===== src/rtl/stn_pkg.sv =====
package stn_pkg;
    typedef enum logic [2:0] {
        S_START, S_FETCH, S_LOAD, S_HIGH, S_LOW, S_GAP, S_LATCH
    } seq_state_t;

    localparam int PIN_MARK  = 7;
    localparam int PIN_LATCH = 6;
    localparam int PIN_ALT   = 5;
    localparam int PIN_SCLK  = 4;
endpackage


===== src/rtl/stn_seq.sv =====
module stn_seq
    import stn_pkg::*;
#(
    parameter int ADDR_W = 16,
    parameter int DIM_W  = 8,
    parameter int GAP    = 2
) (
    input  logic              clk,
    input  logic              rst_n,
    input  logic [ADDR_W-1:0] cfg_base,
    input  logic [DIM_W-1:0]  cfg_pitch,
    input  logic [DIM_W-1:0]  cfg_width,
    input  logic [DIM_W-1:0]  cfg_height,
    input  logic [2:0]        cfg_pan,
    input  logic              cfg_wide,
    input  logic [7:0]        mem_rdata,
    output logic [ADDR_W-1:0] mem_addr,
    output logic              mem_rd,
    output logic              sclk,
    output logic [3:0]        pix,
    output logic              line_strobe,
    output logic              last_line
);
    localparam int CNT_W = DIM_W + 1;
    localparam int GAP_W = $clog2(GAP + 1);

    seq_state_t        state;
    logic [DIM_W-1:0]  line_idx;
    logic [DIM_W-1:0]  byte_idx;
    logic [ADDR_W-1:0] line_addr;
    logic [CNT_W-1:0]  pix_cnt;
    logic [3:0]        bits_left;
    logic [7:0]        sh;
    logic [GAP_W-1:0]  gap_cnt;

    logic [3:0]        step;
    logic [2:0]        eff_pan;
    logic [CNT_W-1:0]  pix_next;
    logic              first_byte;

    assign step       = cfg_wide ? 4'd4 : 4'd1;
    assign eff_pan    = cfg_wide ? {cfg_pan[2], 2'b00} : cfg_pan;
    assign pix_next   = pix_cnt + CNT_W'(step);
    assign first_byte = (byte_idx == '0);
    assign last_line  = (line_idx == cfg_height - DIM_W'(1));

    // State register and datapath
    always_ff @(posedge clk or negedge rst_n) begin
        if (!rst_n) begin
            state     <= S_START;
            line_idx  <= '0;
            byte_idx  <= '0;
            line_addr <= '0;
            pix_cnt   <= '0;
            bits_left <= '0;
            sh        <= '0;
            gap_cnt   <= '0;
        end else begin
            unique case (state)
                S_START: begin
                    line_addr <= cfg_base;
                    line_idx  <= '0;
                    state     <= S_FETCH;
                end
                S_FETCH: state <= S_LOAD;
                S_LOAD: begin
                    sh        <= first_byte ? (mem_rdata << eff_pan) : mem_rdata;
                    bits_left <= first_byte ? 4'(4'd8 - {1'b0, eff_pan}) : 4'd8;
                    byte_idx  <= byte_idx + DIM_W'(1);
                    state     <= S_HIGH;
                end
                S_HIGH: state <= S_LOW;
                S_LOW: begin
                    sh        <= sh << step;
                    bits_left <= bits_left - step;
                    pix_cnt   <= pix_next;
                    if (pix_next >= CNT_W'(cfg_width)) begin
                        gap_cnt <= '0;
                        state   <= S_GAP;
                    end else if (bits_left == step) begin
                        state <= S_FETCH;
                    end else begin
                        state <= S_HIGH;
                    end
                end
                S_GAP: begin
                    gap_cnt <= gap_cnt + GAP_W'(1);
                    if (gap_cnt == GAP_W'(GAP - 1)) state <= S_LATCH;
                end
                S_LATCH: begin
                    byte_idx <= '0;
                    pix_cnt  <= '0;
                    if (last_line) begin
                        line_idx  <= '0;
                        line_addr <= cfg_base;
                    end else begin
                        line_idx  <= line_idx + DIM_W'(1);
                        line_addr <= line_addr + ADDR_W'(cfg_pitch);
                    end
                    state <= S_FETCH;
                end
                default: state <= S_START;
            endcase
        end
    end

    // Output decode
    always_comb begin
        mem_rd      = 1'b0;
        sclk        = 1'b0;
        line_strobe = 1'b0;
        mem_addr    = line_addr + ADDR_W'(byte_idx);
        pix         = sh[7:4];
        unique case (state)
            S_FETCH: mem_rd      = 1'b1;
            S_HIGH:  sclk        = 1'b1;
            S_LATCH: line_strobe = 1'b1;
            default: ;
        endcase
    end

    // the shift clock high phase is one clock long
    a_r6_sclk_single: assert property (@(posedge clk) disable iff (!rst_n)
        sclk |=> !sclk);
    // the latch pulse is one clock wide
    a_r7_latch_single: assert property (@(posedge clk) disable iff (!rst_n)
        line_strobe |=> !line_strobe);
    // a falling shift clock is never followed at once by the latch
    a_r7_gap_before_latch: assert property (@(posedge clk) disable iff (!rst_n)
        sclk |=> !line_strobe);
    // a read strobe lasts one clock
    a_r12_read_single: assert property (@(posedge clk) disable iff (!rst_n)
        mem_rd |=> !mem_rd);
    // pixel data holds across the falling edge of the shift clock
    a_r6_data_stable: assert property (@(posedge clk) disable iff (!rst_n)
        sclk |=> $stable(pix));
endmodule


===== src/rtl/stn_polarity.sv =====
module stn_polarity #(
    parameter int PER_W = 5
) (
    input  logic             clk,
    input  logic             rst_n,
    input  logic             line_strobe,
    input  logic             last_line,
    input  logic [PER_W-1:0] period,
    output logic             mark,
    output logic             alt
);
    logic [PER_W-1:0] cnt;

    always_ff @(posedge clk or negedge rst_n) begin
        if (!rst_n) begin
            mark <= 1'b0;
            alt  <= 1'b0;
            cnt  <= '0;
        end else if (line_strobe) begin
            mark <= last_line;
            if (period == '0) begin
                cnt <= '0;
                if (last_line) alt <= ~alt;
            end else if (cnt == period - PER_W'(1)) begin
                cnt <= '0;
                alt <= ~alt;
            end else begin
                cnt <= cnt + PER_W'(1);
            end
        end
    end

    // the frame marker changes only after a latch
    a_r8_mark_on_latch: assert property (@(posedge clk) disable iff (!rst_n)
        !line_strobe |=> $stable(mark));
    // the alternate signal changes only after a latch
    a_r9_alt_on_latch: assert property (@(posedge clk) disable iff (!rst_n)
        !line_strobe |=> $stable(alt));
    // in frame mode, a toggle follows only the last line's latch
    a_r10_frame_toggle: assert property (@(posedge clk) disable iff (!rst_n)
        (line_strobe && period == '0 && !last_line) |=> $stable(alt));
endmodule


===== src/rtl/stn_pin_mux.sv =====
module stn_pin_mux
    import stn_pkg::*;
#(
    parameter int LANES = 4
) (
    input  logic             power,
    input  logic             wide,
    input  logic             invert,
    input  logic             mark,
    input  logic             latch,
    input  logic             alt,
    input  logic             sclk,
    input  logic [LANES-1:0] pix,
    input  logic [7:0]       port_val,
    output logic [7:0]       pins
);
    logic [LANES-1:0] lane;

    generate
        for (genvar i = 0; i < LANES; i++) begin : g_lane
            if (i == 0) begin : g_first
                assign lane[i] = (wide ? pix[0] : pix[LANES-1]) ^ invert;
            end else begin : g_rest
                assign lane[i] = wide ? (pix[i] ^ invert) : port_val[i];
            end
        end
    endgenerate

    always_comb begin
        if (power) begin
            pins              = '0;
            pins[PIN_MARK]    = mark;
            pins[PIN_LATCH]   = latch;
            pins[PIN_ALT]     = alt;
            pins[PIN_SCLK]    = sclk;
            pins[LANES-1:0]   = lane;
        end else begin
            pins = port_val;
        end
    end
endmodule


===== src/rtl/stn_panel_timer.sv =====
module stn_panel_timer #(
    parameter int ADDR_W = 16,
    parameter int DIM_W  = 8,
    parameter int PER_W  = 5
) (
    input  logic              clk,
    input  logic              rst_n,
    input  logic [ADDR_W-1:0] cfg_base,
    input  logic [DIM_W-1:0]  cfg_pitch,
    input  logic [DIM_W-1:0]  cfg_width,
    input  logic [DIM_W-1:0]  cfg_height,
    input  logic [2:0]        cfg_pan,
    input  logic              cfg_wide,
    input  logic              cfg_invert,
    input  logic [PER_W-1:0]  cfg_alt_period,
    input  logic              cfg_power,
    input  logic [7:0]        port_val,
    output logic              mem_rd,
    output logic [ADDR_W-1:0] mem_addr,
    input  logic [7:0]        mem_rdata,
    output logic [7:0]        pins
);
    logic       sclk;
    logic [3:0] pix;
    logic       line_strobe;
    logic       last_line;
    logic       mark;
    logic       alt;

    stn_seq #(.ADDR_W(ADDR_W), .DIM_W(DIM_W), .GAP(2)) u_seq (
        .clk(clk), .rst_n(rst_n),
        .cfg_base(cfg_base), .cfg_pitch(cfg_pitch), .cfg_width(cfg_width),
        .cfg_height(cfg_height), .cfg_pan(cfg_pan), .cfg_wide(cfg_wide),
        .mem_rdata(mem_rdata), .mem_addr(mem_addr), .mem_rd(mem_rd),
        .sclk(sclk), .pix(pix), .line_strobe(line_strobe), .last_line(last_line)
    );

    stn_polarity #(.PER_W(PER_W)) u_pol (
        .clk(clk), .rst_n(rst_n), .line_strobe(line_strobe),
        .last_line(last_line), .period(cfg_alt_period),
        .mark(mark), .alt(alt)
    );

    stn_pin_mux #(.LANES(4)) u_mux (
        .power(cfg_power), .wide(cfg_wide), .invert(cfg_invert),
        .mark(mark), .latch(line_strobe), .alt(alt), .sclk(sclk),
        .pix(pix), .port_val(port_val), .pins(pins)
    );
endmodule


===== config.mk =====
export PLATFORM = sky130hd
export DESIGN_NAME = stn_panel_timer
export DESIGN_NICKNAME = d
export VERILOG_FILES = /design/src/rtl/stn_pkg.sv /design/src/rtl/stn_seq.sv /design/src/rtl/stn_polarity.sv /design/src/rtl/stn_pin_mux.sv /design/src/rtl/stn_panel_timer.sv
export SDC_FILE = /design/constraint.sdc
export NUM_CORES = 1
export LEC_CHECK = 0
export BUFFER_PORTS_ARGS = -buffer_cell sky130_fd_sc_hd__buf_2
export CAP_MARGIN = 20
export CELL_PAD_IN_SITES_DETAIL_PLACEMENT = 1
export CELL_PAD_IN_SITES_GLOBAL_PLACEMENT = 1
export CORE_ASPECT_RATIO = 0.6
export CORE_MARGIN = 2
export CORE_UTILIZATION = 43
export CTS_CLUSTER_DIAMETER = 50
export DETAILED_ROUTE_END_ITERATION = 12
export GPL_TIMING_DRIVEN = 0
export PLACE_DENSITY_LB_ADDON = 0.05
export SYNTH_ARGS = -nofsm -noshare
export SYNTH_HDL_FRONTEND = slang
export SYNTH_SLANG_ARGS = --single-unit

===== constraint.sdc =====
create_clock -name clk -period 2.9 [get_ports clk]
set_input_delay 0.58 -clock clk [delete_from_list [all_inputs] [get_ports clk]]
set_output_delay 0.58 -clock clk [all_outputs]
set_load 0.01 [all_outputs]

==> impl_metrics.toml, run 1 <==
[sta]
slew_violations = 0
fin_crit_sh = 1.078
finalCriticalPeriod_ns = 3.126
report.final.setup_viol = 5
fmax_mhz = 319.9
setup_slack_ns = -0.2257
fin_tns_setup_ns = -0.6346
hold_viol = 0
relSlewSlack = 0.3935
finClkSkew_ns = 0.008726
worst_pin_slew_ns = 0.9097
holdWs_ns = 0.3405
rsz0062_at_grt = "yes"

[power_and_ir_drop]
p_sw_mw = 2.657
pwr-share-clk = 0.182
seqPwrFrac = 0.269
swShare = 0.4365
ir_drop_uv = 758.2
p_per_area_nw_per_um2 = 890.6
pwr-share-comb = 0.549
p_leak_nw = 3.120
p_int_mw = 3.430

[drt]
drc = 0
ant_nets = 0
wl_per_cell_um = 19.12
vias = 5283
first_iter_violations = 213
avgViaCountPerCell = 5.711
firstDrtPassIters = 4
routed_wl_um = 17680

[synthesis]
syn-instance-count = 633
avgSynthCellArea_um2 = 8.438
synth_top_flop_cell = "dfrtp_1"
yosysMostFrequentCell = "dfrtp_1"
ys_seq_elements = 65
synth_edf_count = 0
synth_cell_types = 70
synth_top_area_frac = 0.3045
synth_common_cells = "dfrtp_1, nor2_1, nand2_1"
synth_area_leaders = "dfrtp_1, ha_1, xnor2_1, nor2_1, nand2_1"
syn_nets = 743
yosysSeqAreaShare = 0.3045
yosysWarnings = 0
netlist_area_um2 = 5341
yosys.area.top_type = "dfrtp_1"
async_reset_ff_frac = 1.000

[global_routing]
grt-ovfl-total = 0
grt_pass1_wl_um = 28260
antenna_found_initial = 0
grt_max_degree = 66
grt_pass1_vias = 5589
grt.total_usage = 0.2649

[cells_and_area]
final_cell_area_um2 = 6834
drive_gt1_frac = 0.2566
area_growth_pct = 27.95
finalNetCount = 865
multi_input_area_um2 = 3795
seqCellArea_um2 = 1628
utilization = 0.5647
diodes = 0
num-fill-cells = 1457

[setup_path]
cp_max_fo = 3
cp-start-kind = "register"
cp-startpoint = "u_seq.line_addr[1]"
endpoint_kind = "output pin"
path_class = "register to output pin"
required_ns = 2.32
regToRegStartpoint = "u_seq.pix_cnt[2]"
critPathArrivalTime_ns = 2.55

[floorplanning]
die_h_um = 90.33
start_util = 0.4414
pin_count = 94
die_w_um = 147.9
core-area_um2 = 12100
dieArea_um2 = 13360
rows = 31

[placement]
hpwlAfterDp_um = 12850
gp_congestion = 0.8904
port_buffers = 90
post_dp_cell_area_um2 = 6045

[cts]
cts_num_sinks = 65
cts_tree = "yes"
cts-root-buf = "clkbuf_16"
clockBufferDepth = 2
numCtsBuffers = 9
clkLatencyLatePin_ns = 0.34
clk_pin_slew_worst_paths_ns = 0.06
htreeDepth = 3
cts-hold-fix-buffers = 0

[outcome]
violations = "setup timing"
status = "complete, but fails checks"

[flow_run]
max_cap_viol_count = 0

[hold_path]
hold_path_class = "input port to async pin"
## power by group through the flow
stage	combinational [mW]	sequential, mW	clock (mW)
after global routing	3.69	1.68	1.18
after detailed placement	2.82	1.61	0
after CTS	3.13	1.61	1.13
after floorplan	1.99	1.49	0
final	3.34	1.63	1.11
after global placement	2.64	1.59	0
## path summary, 6_finish.rpt
check,endpoint,slack [ns],depth (start not counted)
min in group clk,u_pol.alt,0.47,1
worst max register to register,u_seq.state[1],0.16,11
max in group asynchronous,u_seq.byte_idx[2],1.87,1
worst max-delay path,mem_addr[15],-0.23,9
worst min register to register,u_pol.alt,0.47,1
worst min-delay path,u_seq.line_addr[2],0.34,1
## critical path: stages, from the launching register on
cell and delay (ns):
dfrtp_1 0.39, ha_1 0.29, a21o_1 0.17, a21o_4 0.22
a2111oi_4 0.34, buf_4 0.19, o31ai_4 0.09, or3b_4 0.27
xnor2_1 0.10, buf_2 0.14
## stage by stage
stage	total power, mW	setup slack, ns	instances
floorplan	3.480	0.005780	633
global placement	4.230	-0.6851	888
detailed placement	4.431	-0.6488	888
CTS	5.871	-0.1876	912
global route	6.554	-0.3159	925
finish	6.087	-0.2257	925
## per-layer routing
layer  share of wire  vias up  GRT usage
met5               0        -          0
met4           0.016        0    0.06825
met3           0.050       26    0.05404
met2            0.46      117     0.4229
met1            0.47     2615     0.3689
li1                -     2525          -
## cells in the final DEF, fill, tap and decap left out, types with 6 or more instances in the layout
master      n
a21o_1     14
clkbuf_1   22
buf_2      89
a221o_1     6
nor2_1     58
nand3_1    12
clkbuf_16  10
mux2_2      6
o21ai_0    37
xor2_1     23
and3_1      7
a21oi_1    34
nand2_1    53
ha_4        8
ha_1       30
xnor2_1    28
inv_1      28
mux2i_1    16
a211oi_1    8
nand2b_1   11
buf_4      24
nor3_1     17
dfrtp_1    64
nand4_1     7
nor2b_1     8
## cell type report
type                       instances  share of cell area
inverter                          32             0.01941
buffer                            29             0.02252
clock buffer                      11             0.03552
tap                              165             0.03021
sequential                        65              0.2382
clock inverter                     5            0.008056
multi-input combinational        507              0.5553
timing repair buffer             111             0.09081
## sequential cells by signal, indices dropped and copies added, names as in the netlist
name,flops
u_pol.alt,1
u_pol.cnt,5
u_pol.mark,1
u_seq.bits_left,4
u_seq.byte_idx,8
u_seq.gap_cnt,2
u_seq.line_addr,16
u_seq.line_idx,8
u_seq.pix_cnt,9
u_seq.sh,8
u_seq.state,3
## timing repair
| item | CTS | global route |
|---|---|---|
| gates resized for setup | 35 | 30 |
| cloned | 0 | 0 |
| pin swaps | 17 | 23 |
| setup endpoints to repair | 14 | 17 |
| setup buffers | 8 | 15 |
## cells by family after synthesis
logic type / after synthesis / share of synthesized area
buffers and inverters: 61 / 0.04732
AOI/OAI and AO/OA: 171 / 0.2179
xor gates and xnor gates: 54 / 0.08854
and+or+nand+nor: 219 / 0.2003
adders and majority gates: 41 / 0.09885
DFF: 65 / 0.3045
muxes: 22 / 0.04263
No activity file was read; power rests on OpenSTA's default activity.
==> run 2, diff against run 1 <==
BUFFER_PORTS_ARGS = unset   (was -buffer_cell sky130_fd_sc_hd__buf_2)
CORE_UTILIZATION = 48   (was 43)
DONT_BUFFER_PORTS = 1   (was unset)
GPL_TIMING_DRIVEN = unset   (was 0)
==> impl_metrics.toml, run 2 (synthesis results as in run 1) <==
[cts]
cts-root-buf = "clkbuf_16"
clkLatencyLatePin_ns = 0.35
cts_num_sinks = 65
htreeDepth = 3
clk_pin_slew_worst_paths_ns = 0.06
clockBufferDepth = 2
cts_tree = "yes"
numCtsBuffers = 9

[setup_path]
path_class = "register to output pin"
cpLargestDelayFamily = "compound AO/OA/AOI/OAI gates"
crit_path_end = "mem_addr[15]"
endpoint_kind = "output pin"
path_cells = "ha_1, a21o_1, a21o_1, a2111oi_4, buf_4, o31ai_4, or3b_4, xnor2_4"
required_ns = 2.32
r2r_end = "u_seq.state[1]"
cp-startpoint = "u_seq.byte_idx[1]"
crit_top_cell = "a21o_1"
slowest_stage = "or3b_4"
cpPeakStageDelay_ns = 0.45
critPathArrivalTime_ns = 2.41
cp_num_buf_inv = 1
reg2reg_slack_ns = 0.18
crit_cells = 8
regToRegStartpoint = "u_seq.pix_cnt[2]"
reg2reg_depth = 11
cp_max_fo = 2
cp-start-kind = "register"

[cells_and_area]
drive_gt1_frac = 0.1570
diodes = 0
final_common_cell = "dfrtp_1"
largestRegisters = "u_seq.line_addr x16, u_seq.pix_cnt x9"
num-fill-cells = 1252
finalNetCount = 761
mostFrequentLayoutCells = "dfrtp_1, nor2_1, nand2_1, o21ai_0, a21oi_1"
largest_reg_flops = 16
area_growth_pct = 16.80
regMostFlops = "u_seq.line_addr"

[power_and_ir_drop]
total_power_mw = 5.787
p_per_area_nw_per_um2 = 927.6
ir_drop_uv = 551.5
pwr-share-clk = 0.190
p_int_mw = 3.214
pwr-share-comb = 0.518
swShare = 0.4445
seqPwrFrac = 0.292
p_sw_mw = 2.573
p_leak_nw = 2.806

[hold_path]
hold_path_class = "input port to async pin"

[sta]
fin_crit_sh = 1.032
fmax_mhz = 334.3
worst_pin_slew_ns = 0.5776
setup_slack_ns = -0.09163
relSlewSlack = 0.6141
fin_tns_setup_ns = -0.2361
finalCriticalPeriod_ns = 2.992
hold_viol = 0
slew_violations = 0
rsz0062_at_grt = "yes"
report.final.setup_viol = 4
finClkSkew_ns = 0.007716

[drt]
ant_nets = 0
routed_wl_um = 17020
firstDrtPassIters = 5
avgViaCountPerCell = 6.091
vias = 4842
wl_per_cell_um = 21.41
drc = 0
first_iter_violations = 287

[global_routing]
grt.total_usage = 0.2868
antenna_found_initial = 0
grt-ovfl-total = 0
grt_max_degree = 66
grt_pass1_vias = 5189
grt_pass1_wl_um = 27010

[floorplanning]
dieArea_um2 = 12020
rows = 29
start_util = 0.4990
core-area_um2 = 10700
die_h_um = 85.71
die_w_um = 140.2
pin_count = 94

[flow_run]
max_cap_viol_count = 0

[outcome]
violations = "setup timing"
status = "complete, but fails checks"

[placement]
port_buffers = 0
hpwlAfterDp_um = 12400
gp_congestion = 0.8101
dp_slack_ns = -0.1939
==> run 2: cell count changes in the layout (fill, tap and decap cells not counted), moves of 3 or more <==
| cell | change |
|---|---|
| buf_2 | -89 |
| xnor2_1 | -4 |
| buf_4 | +11 |
| clkbuf_1 | -20 |
| ha_4 | -6 |
| xor2_1 | -3 |
| ha_1 | +4 |
==> run 2: layout make-up <==
class	instances	area [µm²]	area share
sequential	65	1627	0.2607
tap	139	173.9	0.02788
clock buffer	11	232.7	0.03730
inverter	32	120.1	0.01925
timing repair buffer	36	290.3	0.04653
multi-input combinational	507	3739	0.5993
clock inverter	5	56.30	0.009025
==> run 2: layer usage <==
layer | vias to the layer above | routed length (µm) | global-route usage
met1 | 2394 | 7994 | 0.4008
met2 | 110 | 7779 | 0.4407
met5 | - | 0 | 0
met3 | 21 | 1018 | 0.08040
met4 | 0 | 229 | 0.07622
li1 | 2317 | - | -
==> run 2: stage by stage <==
step	std cells	instance area, µm²	hold WS [ns]	util
6_report	795	6238	0.1278	0.5828
2_1_floorplan	633	5385	0.2844	-
3_5_place_dp	769	5612	0.2853	0.5243
5_1_grt	795	6238	0.1491	0.5828
3_3_place_gp	769	5612	0.2858	0.5243
4_1_cts	791	6083	0.1321	0.5683
==> run 2: worst min path at each step <==
| stage | endpoint | slack, ns |
|---|---|---|
| 5_1_grt | u_seq.sh[6] | 0.15 |
| 3_3_place_gp | u_seq.line_addr[3] | 0.29 |
| 3_5_place_dp | u_seq.line_addr[3] | 0.29 |
| 4_1_cts | u_seq.state[2] | 0.13 |
| 2_1_floorplan | u_pol.alt | 0.28 |
| 6_report | u_seq.state[1] | 0.13 |
==> run 2: power groups by stage <==
stage | Clock (mW) | Combinational, mW | Sequential [mW]
after floorplan | 0 | 1.99 | 1.49
after global placement | 0 | 2.42 | 1.64
after detailed placement | 0 | 2.57 | 1.66
after CTS | 1.11 | 2.81 | 1.65
after global routing | 1.15 | 3.27 | 1.74
final | 1.10 | 3.00 | 1.69
==> run 2: repair_timing <==
action	4_1_cts	5_1_grt
setup buffers	6	4
pin swaps	12	12
gates resized for setup	21	20
hold buffers	1	0
hold endpoints to repair	65	0
setup endpoints to repair	14	13
==> run 3, diff against run 2 <==
CORE_MARGIN = unset   (was 2)
clock period = 3 ns   (was 2.9 ns; I/O delays follow)
==> impl_metrics.toml, run 3 (synthesis results as in run 1) <==
[outcome]
status = "complete, but fails checks"
violations = "DRC, setup timing"

[setup_path]
cp_num_buf_inv = 0
slowest_stage = "a2111oi_4"
required_ns = 2.40
r2r_end = "u_seq.state[1]"
path_cells = "ha_4, a21o_1, a21o_1, a2111oi_4, o31ai_4, or3b_4, xnor2_4"
cp_max_fo = 3
crit_top_cell = "a21o_1"
reg2reg_slack_ns = 0.10
cp-startpoint = "u_seq.line_addr[1]"
cp-start-kind = "register"
critPathArrivalTime_ns = 2.44
path_class = "register to output pin"
cpLargestDelayFamily = "compound AO/OA/AOI/OAI gates"
reg2reg_depth = 11
endpoint_kind = "output pin"
regToRegStartpoint = "u_seq.pix_cnt[2]"
cpPeakStageDelay_ns = 0.49

[sta]
worst_pin_slew_ns = 0.6116
slew_violations = 0
fmax_mhz = 328.9
finClkSkew_ns = 0.005924
fin_crit_sh = 1.014
report.final.setup_viol = 2
setup_slack_ns = -0.04060
relSlewSlack = 0.5867
finalCriticalPeriod_ns = 3.041
rsz0062_at_grt = "yes"
hold_viol = 0

[drt]
vias = 4879
first_iter_violations = 325
wl_per_cell_um = 21.14
firstDrtPassIters = 8
ant_nets = 0
routed_wl_um = 16640
avgViaCountPerCell = 6.199
drc = 10

[cells_and_area]
final_common_cell = "dfrtp_1"
mostFrequentLayoutCells = "dfrtp_1, nor2_1, nand2_1, o21ai_0, a21oi_1"
num-fill-cells = 1238
regMostFlops = "u_seq.line_addr"
largestRegisters = "u_seq.line_addr x16, u_seq.pix_cnt x9"
largest_reg_flops = 16
area_growth_pct = 14.97
finalNetCount = 753
drive_gt1_frac = 0.1404
diodes = 0

[floorplanning]
rows = 29
dieArea_um2 = 11570
die_h_um = 83.71
start_util = 0.4990
core-area_um2 = 10700
pin_count = 94
die_w_um = 138.2

[placement]
port_buffers = 0
dp_slack_ns = -0.3321
hpwlAfterDp_um = 12250
gp_congestion = 0.8299

[global_routing]
antenna_found_initial = 0
grt_pass1_vias = 5100
grt.total_usage = 0.2942
grt_pass1_wl_um = 26800
grt_max_degree = 66
grt-ovfl-total = 0

[cts]
numCtsBuffers = 9
cts_tree = "yes"
htreeDepth = 3
cts-root-buf = "clkbuf_16"
clk_pin_slew_worst_paths_ns = 0.06
cts_num_sinks = 65
clockBufferDepth = 2
clkLatencyLatePin_ns = 0.33

[hold_path]
hold_path_class = "input port to async pin"

[power_and_ir_drop]
swShare = 0.4447
p_sw_mw = 2.454
p_int_mw = 3.065
seqPwrFrac = 0.293
pwr-share-clk = 0.197
total_power_mw = 5.519
pwr-share-comb = 0.510
p_per_area_nw_per_um2 = 898.7
ir_drop_uv = 455.5
p_leak_nw = 2.748

[flow_run]
max_cap_viol_count = 0
-- run 3: metrics by stage --
step	instance area, µm²	setup TNS, ns	instances	hold slack (ns)	utilization
finish	6141	-0.06487	787	0.1403	0.5737
CTS	6031	-0.05973	785	0.1506	0.5634
global route	6141	-0.5148	787	0.1685	0.5737
detailed placement	5570	-1.229	766	0.3058	0.5204
global placement	5570	-0.008263	766	0.3057	0.5204
floorplan	5360	0	633	0.3044	-
-- run 3: what timing repair did --
action	in CTS	in global routing
hold endpoints to repair	65	0
pin swaps	8	15
hold buffers	1	0
cloned	0	0
resized for setup	21	14
setup endpoints to repair	12	9
buffers inserted	2	3
-- run 3: worst max path at each step --
stage / endpoint / slack (ns) / cells after the start
after floorplan: u_seq.state[1] / 0.0008 / 13
after global placement: u_seq.state[1] / -0.008 / 11
after detailed placement: u_seq.state[2] / -0.33 / 12
after CTS: mem_addr[15] / -0.04 / 8
after global routing: mem_addr[9] / -0.12 / 7
final: mem_addr[15] / -0.04 / 7
-- run 3: worst reg2reg max path, delay by kind of cell (launching register included) --
| kind | cells | cell delay (ns) |
|---|---|---|
| flops | 1 | 0.40 |
| xor+xnor | 1 | 0.20 |
| simple gates | 4 | 0.59 |
| compound gates | 4 | 0.98 |
| fa+ha+maj | 2 | 0.67 |
-- run 3: layout make-up --
| type | instances | area, µm² | share of cell area |
|---|---|---|---|
| Tap cell | 139 | 173.9 | 0.02832 |
| Clock buffer | 10 | 239.0 | 0.03892 |
| Sequential cell | 65 | 1627 | 0.2649 |
| Inverter | 32 | 120.1 | 0.01956 |
| Multi-Input combinational cell | 507 | 3684 | 0.5998 |
| Clock inverter | 6 | 67.56 | 0.01100 |
| Timing Repair Buffer | 28 | 230.2 | 0.03749 |
-- run 3: power by group through the flow --
stage	Combinational, mW	Clock (mW)	Sequential [mW]
2_1_floorplan	1.91	0	1.44
3_3_place_gp	2.37	0	1.55
3_5_place_dp	2.50	0	1.57
4_1_cts	2.67	1.10	1.57
5_1_grt	3.09	1.14	1.66
6_report	2.81	1.09	1.62
-- run 3: metal layers --
| metal | wire, µm | vias to the layer above | global-route usage | part of all wire |
|---|---|---|---|---|
| met2 | 7402 | 96 | 0.4671 | 0.44 |
| met5 | 0 | - | 0 | 0 |
| met3 | 801 | 17 | 0.07803 | 0.048 |
| met1 | 8241 | 2472 | 0.4066 | 0.50 |
| li1 | - | 2294 | - | - |
| met4 | 191 | 0 | 0.05209 | 0.011 |
